**config.mk**
```make
export PLATFORM = sky130hd
export DESIGN_NAME = llsc_monitor
export DESIGN_NICKNAME = d
export VERILOG_FILES = /design/src/rtl/llsc_pkg.sv /design/src/rtl/llsc_op_decode.sv /design/src/rtl/llsc_lock_table.sv /design/src/rtl/llsc_age_matrix.sv /design/src/rtl/llsc_monitor.sv
export SDC_FILE = /design/constraint.sdc
export NUM_CORES = 1
export LEC_CHECK = 0
export ABC_CLOCK_PERIOD_IN_PS = 5410
export BUFFER_PORTS_ARGS = -buffer_cell sky130_fd_sc_hd__buf_2
export CAP_MARGIN = 20
export CORE_AREA = 4 4 140 142
export CTS_CLUSTER_SIZE = 12
export DETAILED_ROUTE_END_ITERATION = 10
export DIE_AREA = 0 0 144 146
export GPL_TIMING_DRIVEN = 1
export PLACE_DENSITY = 0.75
export SETUP_SLACK_MARGIN = 0.05
export SYNTH_ARGS = -nofsm -noshare
export SYNTH_HDL_FRONTEND = slang
export SYNTH_SLANG_ARGS = --single-unit
```
**constraint.sdc**
```tcl
create_clock -name clk -period 5.41 [get_ports clk]
set_input_delay 1.082 -clock clk [delete_from_list [all_inputs] [get_ports clk]]
set_output_delay 1.082 -clock clk [all_outputs]
set_load 0.005 [all_outputs]
```
**src/rtl/llsc_pkg.sv**
```systemverilog
package llsc_pkg;

    typedef enum logic [2:0] {
        OP_WRITE   = 3'd0,
        OP_LINK    = 3'd1,
        OP_COND    = 3'd2,
        OP_LOCK_RD = 3'd3,
        OP_LOCK_WR = 3'd4,
        OP_FLUSH   = 3'd5
    } op_code_e;

    typedef enum logic {
        PH_IDLE  = 1'b0,
        PH_REPLY = 1'b1
    } phase_e;

    typedef struct packed {
        logic legal;
        logic is_link;
        logic is_cond;
        logic is_plain;
        logic atomic;
    } op_class_t;

endpackage

```
**src/rtl/llsc_op_decode.sv**
```systemverilog
module llsc_op_decode
    import llsc_pkg::*;
(
    input  logic [2:0] code_i,
    output op_class_t  cls_o
);
    always_comb begin
        cls_o = '0;
        case (code_i)
            OP_LINK: begin
                cls_o.legal   = 1'b1;
                cls_o.is_link = 1'b1;
                cls_o.atomic  = 1'b1;
            end
            OP_COND: begin
                cls_o.legal   = 1'b1;
                cls_o.is_cond = 1'b1;
                cls_o.atomic  = 1'b1;
            end
            OP_WRITE, OP_LOCK_RD, OP_LOCK_WR, OP_FLUSH: begin
                cls_o.legal    = 1'b1;
                cls_o.is_plain = 1'b1;
            end
            default: cls_o = '0;
        endcase
    end
endmodule

```
**src/rtl/llsc_lock_table.sv**
```systemverilog
module llsc_lock_table #(
    parameter int N_LOCKS = 4,
    parameter int LINE_W  = 26,
    parameter int ID_W    = 4,
    localparam int IDX_W  = (N_LOCKS > 1) ? $clog2(N_LOCKS) : 1
) (
    input  logic               clk,
    input  logic               rst_n,
    input  logic               set_en,
    input  logic [IDX_W-1:0]   set_idx,
    input  logic [LINE_W-1:0]  set_line,
    input  logic [ID_W-1:0]    set_owner,
    input  logic [N_LOCKS-1:0] clr_mask,
    input  logic [LINE_W-1:0]  cmp_line,
    input  logic [ID_W-1:0]    cmp_id,
    input  logic [LINE_W-1:0]  loss_line,
    output logic [N_LOCKS-1:0] valid_vec,
    output logic [N_LOCKS-1:0] hit_vec,
    output logic [N_LOCKS-1:0] own_vec,
    output logic [N_LOCKS-1:0] loss_vec
);
    logic [LINE_W-1:0] line_q  [N_LOCKS];
    logic [ID_W-1:0]   owner_q [N_LOCKS];
    logic [N_LOCKS-1:0] valid_q;

    for (genvar e = 0; e < N_LOCKS; e++) begin : g_entry
        always_ff @(posedge clk) begin
            if (!rst_n) begin
                valid_q[e]  <= 1'b0;
                line_q[e]   <= '0;
                owner_q[e]  <= '0;
            end else if (set_en && (set_idx == IDX_W'(e))) begin
                valid_q[e]  <= 1'b1;
                line_q[e]   <= set_line;
                owner_q[e]  <= set_owner;
            end else if (clr_mask[e]) begin
                valid_q[e]  <= 1'b0;
            end
        end

        assign hit_vec[e]  = valid_q[e] && (line_q[e] == cmp_line);
        assign own_vec[e]  = hit_vec[e] && (owner_q[e] == cmp_id);
        assign loss_vec[e] = valid_q[e] && (line_q[e] == loss_line);
    end

    assign valid_vec = valid_q;
endmodule

```
**src/rtl/llsc_age_matrix.sv**
```systemverilog
module llsc_age_matrix #(
    parameter int N_LOCKS = 4,
    localparam int IDX_W  = (N_LOCKS > 1) ? $clog2(N_LOCKS) : 1
) (
    input  logic               clk,
    input  logic               rst_n,
    input  logic               touch_en,
    input  logic [IDX_W-1:0]   touch_idx,
    input  logic [N_LOCKS-1:0] valid_vec,
    output logic               free_any,
    output logic [IDX_W-1:0]   free_idx,
    output logic [IDX_W-1:0]   victim_idx
);
    // older_q[i][j] set: entry i was touched before entry j
    logic [N_LOCKS-1:0] older_q [N_LOCKS];
    logic [N_LOCKS-1:0] oldest_vec;

    always_ff @(posedge clk) begin
        if (!rst_n) begin
            for (int i = 0; i < N_LOCKS; i++) older_q[i] <= '0;
        end else if (touch_en) begin
            for (int i = 0; i < N_LOCKS; i++) begin
                for (int j = 0; j < N_LOCKS; j++) begin
                    if (i != j) begin
                        if (touch_idx == IDX_W'(i))      older_q[i][j] <= 1'b0;
                        else if (touch_idx == IDX_W'(j)) older_q[i][j] <= 1'b1;
                    end
                end
            end
        end
    end

    always_comb begin
        for (int i = 0; i < N_LOCKS; i++) begin
            oldest_vec[i] = valid_vec[i];
            for (int j = 0; j < N_LOCKS; j++) begin
                if ((i != j) && valid_vec[j] && older_q[j][i]) oldest_vec[i] = 1'b0;
            end
        end
    end

    always_comb begin
        free_any   = ~&valid_vec;
        free_idx   = '0;
        victim_idx = '0;
        for (int i = N_LOCKS - 1; i >= 0; i--) begin
            if (!valid_vec[i]) free_idx   = IDX_W'(i);
            if (oldest_vec[i]) victim_idx = IDX_W'(i);
        end
    end
endmodule

```
**src/rtl/llsc_monitor.sv**
```systemverilog
module llsc_monitor
    import llsc_pkg::*;
#(
    parameter int N_LOCKS = 4,
    parameter int LINE_W  = 26,
    parameter int ID_W    = 4
) (
    input  logic              clk,
    input  logic              rst_n,
    input  logic              op_valid,
    input  logic [2:0]        op_code,
    input  logic [LINE_W-1:0] op_line,
    input  logic [ID_W-1:0]   op_id,
    input  logic              lost_valid,
    input  logic [LINE_W-1:0] lost_line,
    output logic              rsp_valid,
    output logic              rsp_sc,
    output logic              rsp_ok,
    output logic              rsp_atomic
);
    localparam int IDX_W = (N_LOCKS > 1) ? $clog2(N_LOCKS) : 1;

    op_class_t          cls;
    logic               take;
    logic               lost_same;
    logic [N_LOCKS-1:0] valid_vec, hit_vec, own_vec, loss_vec, clr_mask;
    logic               link_hit;
    logic [IDX_W-1:0]   hit_idx, free_idx, victim_idx, set_idx;
    logic               free_any, set_en, cond_ok;

    phase_e state_q, state_d;
    logic   rep_sc_q, rep_ok_q, rep_atomic_q;

    llsc_op_decode u_dec (
        .code_i (op_code),
        .cls_o  (cls)
    );

    assign take      = op_valid && cls.legal;
    assign lost_same = lost_valid && (lost_line == op_line);

    llsc_lock_table #(
        .N_LOCKS (N_LOCKS),
        .LINE_W  (LINE_W),
        .ID_W    (ID_W)
    ) u_tbl (
        .clk       (clk),
        .rst_n     (rst_n),
        .set_en    (set_en),
        .set_idx   (set_idx),
        .set_line  (op_line),
        .set_owner (op_id),
        .clr_mask  (clr_mask),
        .cmp_line  (op_line),
        .cmp_id    (op_id),
        .loss_line (lost_line),
        .valid_vec (valid_vec),
        .hit_vec   (hit_vec),
        .own_vec   (own_vec),
        .loss_vec  (loss_vec)
    );

    llsc_age_matrix #(
        .N_LOCKS (N_LOCKS)
    ) u_age (
        .clk        (clk),
        .rst_n      (rst_n),
        .touch_en   (set_en),
        .touch_idx  (set_idx),
        .valid_vec  (valid_vec),
        .free_any   (free_any),
        .free_idx   (free_idx),
        .victim_idx (victim_idx)
    );

    // entry already holding the operation's line, lowest index
    always_comb begin
        hit_idx = '0;
        for (int i = N_LOCKS - 1; i >= 0; i--) begin
            if (hit_vec[i]) hit_idx = IDX_W'(i);
        end
    end

    assign link_hit = |hit_vec;
    assign cond_ok  = (|own_vec) && !lost_same;
    assign set_en   = take && cls.is_link && !lost_same;
    assign set_idx  = link_hit ? hit_idx : (free_any ? free_idx : victim_idx);

    always_comb begin
        clr_mask = '0;
        if (take && cls.is_cond)  clr_mask = clr_mask | hit_vec;
        if (take && cls.is_plain) clr_mask = clr_mask | own_vec;
        if (lost_valid)           clr_mask = clr_mask | loss_vec;
    end

    // phase register
    always_ff @(posedge clk) begin
        if (!rst_n) state_q <= PH_IDLE;
        else        state_q <= state_d;
    end

    always_comb begin
        state_d = state_q;
        unique case (state_q)
            PH_IDLE:  state_d = take ? PH_REPLY : PH_IDLE;
            PH_REPLY: state_d = take ? PH_REPLY : PH_IDLE;
            default:  state_d = PH_IDLE;
        endcase
    end

    // reply content captured with the strobe
    always_ff @(posedge clk) begin
        if (!rst_n) begin
            rep_sc_q     <= 1'b0;
            rep_ok_q     <= 1'b0;
            rep_atomic_q <= 1'b0;
        end else if (take) begin
            rep_sc_q     <= cls.is_cond;
            rep_ok_q     <= cls.is_cond ? cond_ok : 1'b1;
            rep_atomic_q <= cls.atomic;
        end
    end

    // outputs
    always_comb begin
        rsp_valid  = 1'b0;
        rsp_sc     = 1'b0;
        rsp_ok     = 1'b0;
        rsp_atomic = 1'b0;
        unique case (state_q)
            PH_IDLE: ;
            PH_REPLY: begin
                rsp_valid  = 1'b1;
                rsp_sc     = rep_sc_q;
                rsp_ok     = rep_ok_q;
                rsp_atomic = rep_atomic_q;
            end
            default: ;
        endcase
    end
endmodule

```
======== Yosys cells after proc, flatten, opt, wreduce, memory -nomap -nowiden ========
Memory sizes are Yosys's and may differ from the RTL's.
Cells that the tools add are included.
word-level totals
  register bits ........................... 8
  bits in writable memories ............... 136
  output and inout port bits .............. 4
  word-level logic and storage cells ...... 271
  memories ................................ 3
cells by class
  eq/ne operators ......................... 21
  muxes and demuxes ....................... 157
  bitwise logic cells ..................... 34
  reductions and logical operators ........ 48
memory list
  name           words  bits a word  rd ports  clocked after Yosys merged registers in  write ports  line                   text
  u_tbl.line_q   4      26           4         0                                        4            llsc_lock_table.sv:22  logic [LINE_W-1:0] line_q [N_LOCKS];
  u_age.older_q  4      4            4         0                                        4            llsc_age_matrix.sv:15  logic [N_LOCKS-1:0] older_q [N_LOCKS];
  u_tbl.owner_q  4      4            4         0                                        4            llsc_lock_table.sv:23  logic [ID_W-1:0] owner_q [N_LOCKS];
operator list
  operator                                        count
  == test 26 bit                                  9
  two-way mux 1 bit                               132
  two-way mux 26 bit                              4
  logical AND 1 bit                               35
  OR 1 bit                                        32
  two-way mux 2 bit                               14
  two-way mux 4 bit                               7
  == test 4 bit                                   4
  OR reduction 4 bit                              3
  OR 4 bit                                        2
  nonzero test 2 bit                              4
  == test 3 x 2 -> 1 bit (second input constant)  2
  == test 3 bit (second input constant)           2
  OR reduction 6 bit                              1
  == test 2 bit (second input constant)           2
  AND reduction 4 bit                             1
  == test 3 x 1 -> 1 bit (second input constant)  1
  zero test 3 bit                                 1
  == test 2 x 1 -> 1 bit (second input constant)  1
  zero test 2 bit                                 1
  OR reduction 2 bit                              1
  zero test 1 bit                                 1

======== Longest topological paths before layout ========
An unclocked memory read counts as a cell.
  depth in word-level cells ............... 18
  depth in mapped cells ................... 10
  gate-level depth less buffers ........... 7

======== Hierarchy ========
A second synthesis with hierarchy kept.
unflattened totals
  cells, all modules ...................... 773
  area, all modules ....................... 8757.1 um^2
modules (own cells, without submodules)
  module           instances  cells each  area each (um^2)  seq. area each (um^2)
  llsc_lock_table  1          627         7467.2            3683.5
  llsc_age_matrix  1          64          625.6             360.3
  llsc_monitor     1          75          614.3             80.1
  llsc_op_decode   1          7           50.0              0.0

======== Worst setup path after synthesis ========
No wires, ideal clock.
  kind .................................... input to register
  start point ............................. in op_line[22]
  end point ............................... mem u_tbl.line_q[3][0], enable pin
  library setup time ...................... 0.459 ns
  arrival ................................. 4.762 ns
  path slack .............................. 0.190 ns
  cell stages on the path ................. 8
  path buffers ............................ 1
  cell sequence ........................... buf_2 > xor2_1 > nor4_1 > and4_1 > nand3_1 > a31oi_1 > nand3_1 > o21ai_0
RTL lines
  item             line                   text
  start, declared  llsc_monitor.sv:12     input logic [LINE_W-1:0] op_line,
  end, declared    llsc_lock_table.sv:22

==> results.ini <==
[place]
dp.cells = 1058
portBuffers = 66
gp_congestion = 0.988
hpwl_um = 18900
place_ws_ns = 0.853

[die]
die_y_um = 146
io_pins = 67
coreArea_um2 = 18500
start_util_pct = 49.1
die-area_um2 = 21000
rows = 50
die_x_um = 144

[critical_path]
critPathLaunchType = input port
critPathArrivalTime_ns = 4.36
required_ns = 5.56
critPathKind = input port to register
critPathMaxFanout = 30
path_cells = buf_2 -> xnor2_1 -> nand4_1 -> nor3_1 -> nand3_1 -> a31oi_1 -> or4_2 -> buf_4 -> nor2_1
critPathSlowestCell = buf_4
cpLargestDelayFamily = simple AND/OR/NAND/NOR gates
max_stage_delay_ns = 0.71
cp.buffers_inverters = 2
end_kind = register

[layout]
nets = 906
fin_cells = 1090
antennaDiodeCount = 0
drive_above_1_share_pct = 18.2
synthToLayoutAreaGrowth_pct = 9.80

[sta]
relSlewSlack_pct = 36.3
setup_violations = 0
finalHoldViolCount = 0
max_freq_mhz = 237
finalSetupTns_ns = 0
hold_ws_ns = 0.449
fin_ws_ns = 1.19
min_period_ns = 4.22
skew_ns = 0.0110
rsz0062_at_grt = false
final_max_slew_viol_count = 0
finalCritPeriodShare_pct = 77.9
worstMarginPinSlew_ns = 0.947

[power_and_ir_drop]
powerDensity_nw_per_um2 = 282
p_leak_nw = 3.63
internal_power_mw = 2.09
peakVddDrop_v = 0.000210
power_frac_seq_pct = 44.7
power_switching_uw = 717
pwr-share-clk_pct = 42.9
switching_share_pct = 25.5
combPwrFrac_pct = 12.4

[hold_path]
hp-class = register to register

[synth]
async_flop_share_pct = 0
syn_area_um2 = 9070
synthCells = 828
synth-seq-cells = 140
synth_edf_count = 132
ys.flop_type = edfxtp_1
synth_nets = 891
ys_warn_count = 0
ys_types = 58
seq_area_frac_synth_pct = 45.5
syn_area_per_cell_um2 = 11.0

[cts]
clockBufferDepth = 2
cts.sinks = 140
ctsHtreeMaxLevel = 4
ctsRootBufferMaster = clkbuf_16
cts_tree = built
postCtsSetupRepairBufs = 0
worstSkewPairLatency_ns = 0.43
clk_pin_slew_worst_paths_ns = 0.06
cts_resized = 0
cts_buffers = 17
holdBufCountCts = 0

[grt]
grt_pass1_wl_um = 38500
grt_pass1_vias = 6165
grt_max_degree = 43
grt_usage_pct = 24.7
overflow = 0
antenna_found_initial = 0

[routing]
drc = 0
dr_wl_met2_um = 11900
num_vias = 6378
drt_iter0_markers = 597
top_layer_used = met4
finalWirelength_um = 25600
drt_pass1_iterations = 5
wl_per_cell_um = 23.5
detail-route-antenna-nets = 0
via_per_inst = 5.85
wl_met3_um = 2370
m1WireLength_um = 10500

[job]
cap_violations = 0

[status]
status = completed

[worst reg2reg max path, cell delays in order, from the launching register on]
cell and delay [ns]:
edfxtp_1 0.48, xnor2_1 0.31, nand4_1 0.14, nor3_1 0.66, nand3_1 0.30, a31oi_1 0.51, or4_2 0.37, buf_4 0.71
nor2_1 0.12
[cells in the final DEF (no fill, tap or decap), drive strengths merged, types with 20 or more instances in the layout]
master and instances:
xor2 113, nor3 39, nand2 22, and2 64
edfxtp 132, buf 77, nor2 37, nand4 45
clkbuf 20, nor4 35, inv 37, xnor2 138
[final cells by class]
cell class / instances / area [um2]
sequential: 140 / 4120
inverter: 38 / 143
multi-input combinational: 569 / 4380
clock buffer: 20 / 457
tap: 234 / 293
timing repair buffer: 77 / 413
fill: 1570 / 8500
clock inverter: 12 / 146
[cell families (layout without fill, tap and decap cells)]
family / count (synthesis) / count (layout) / share of synthesized area, %
simple gates: 270 / 270 / 19.8
xor+xnor: 251 / 251 / 24.2
compound gates: 48 / 48 / 4.03
buf+inv: 119 / 147 / 6.50
flops: 140 / 140 / 45.5
[path summary, 6_finish.rpt]
kind / start / end / slack [ns] / depth (start not counted)
max: op_line[21] / u_tbl.line_q[1][0]$_SDFFCE_PN0P_ / 1.19 / 9
min: rep_sc_q$_SDFFE_PN0P_ / rep_sc_q$_SDFFE_PN0P_ / 0.45 / 2
max reg2reg: u_tbl.line_q[2][21]$_SDFFCE_PN0P_ / u_tbl.line_q[1][0]$_SDFFCE_PN0P_ / 1.54 / 8
min reg2reg: rep_sc_q$_SDFFE_PN0P_ / rep_sc_q$_SDFFE_PN0P_ / 0.45 / 2
[registers in the layout (all words and copies together) (netlist names)]
signal and count:
u_tbl.line_q 104, u_age.older_q 12, u_tbl.valid_vec 4, rep_atomic_q 1, rep_sc_q 1, u_tbl.owner_q 16
state_q 1, rep_ok_q 1
[synth_stat cells (3+ instances only)]
cell type,count,share of area [%]
nor2_1,11,0.46
and4_1,3,0.29
xor2_1,113,11
xnor2_1,138,13
nand3_1,9,0.50
inv_1,34,1.4
nand4_1,44,3.0
buf_2,49,2.7
nor2_4,26,3.2
a22oi_1,5,0.41
dfxtp_1,8,1.8
inv_2,3,0.12
a21oi_1,6,0.33
edfxtp_1,132,44
nor4_2,4,0.55
nor4b_1,5,0.48
o21ai_0,10,0.55
buf_6,5,0.62
nor4_1,29,2.0
clkbuf_1,23,0.95
and2_1,64,4.4
a41o_1,3,0.33
nand2_1,22,0.91
nor3_1,39,2.2
[metrics by stage]
step | util (%) | cell area, um2 | power, mW
finish | 54.0 | 9960 | 2.81
global route | 54.0 | 9960 | 2.89
CTS | 54.0 | 9960 | 2.81
detailed placement | 50.7 | 9350 | 1.62
global placement | 50.7 | 9350 | 1.62
floorplan | - | 9070 | 1.51
[power groups by stage]
stage | Sequential (mW) | Clock, mW | Combinational (mW)
2_1_floorplan | 1.27 | 0 | 0.244
3_3_place_gp | 1.27 | 0 | 0.340
3_5_place_dp | 1.28 | 0 | 0.341
4_1_cts | 1.25 | 1.21 | 0.344
5_1_grt | 1.26 | 1.26 | 0.370
6_report | 1.25 | 1.21 | 0.348
[metal layers]
layer / track usage, % / vias to the layer above
met5: 0 / -
met4: 8.99 / 0
met3: 6.05 / 60
met2: 38.3 / 337
met1: 33.6 / 3088
li1: - / 2893
Power figures use the tool's default switching activity.
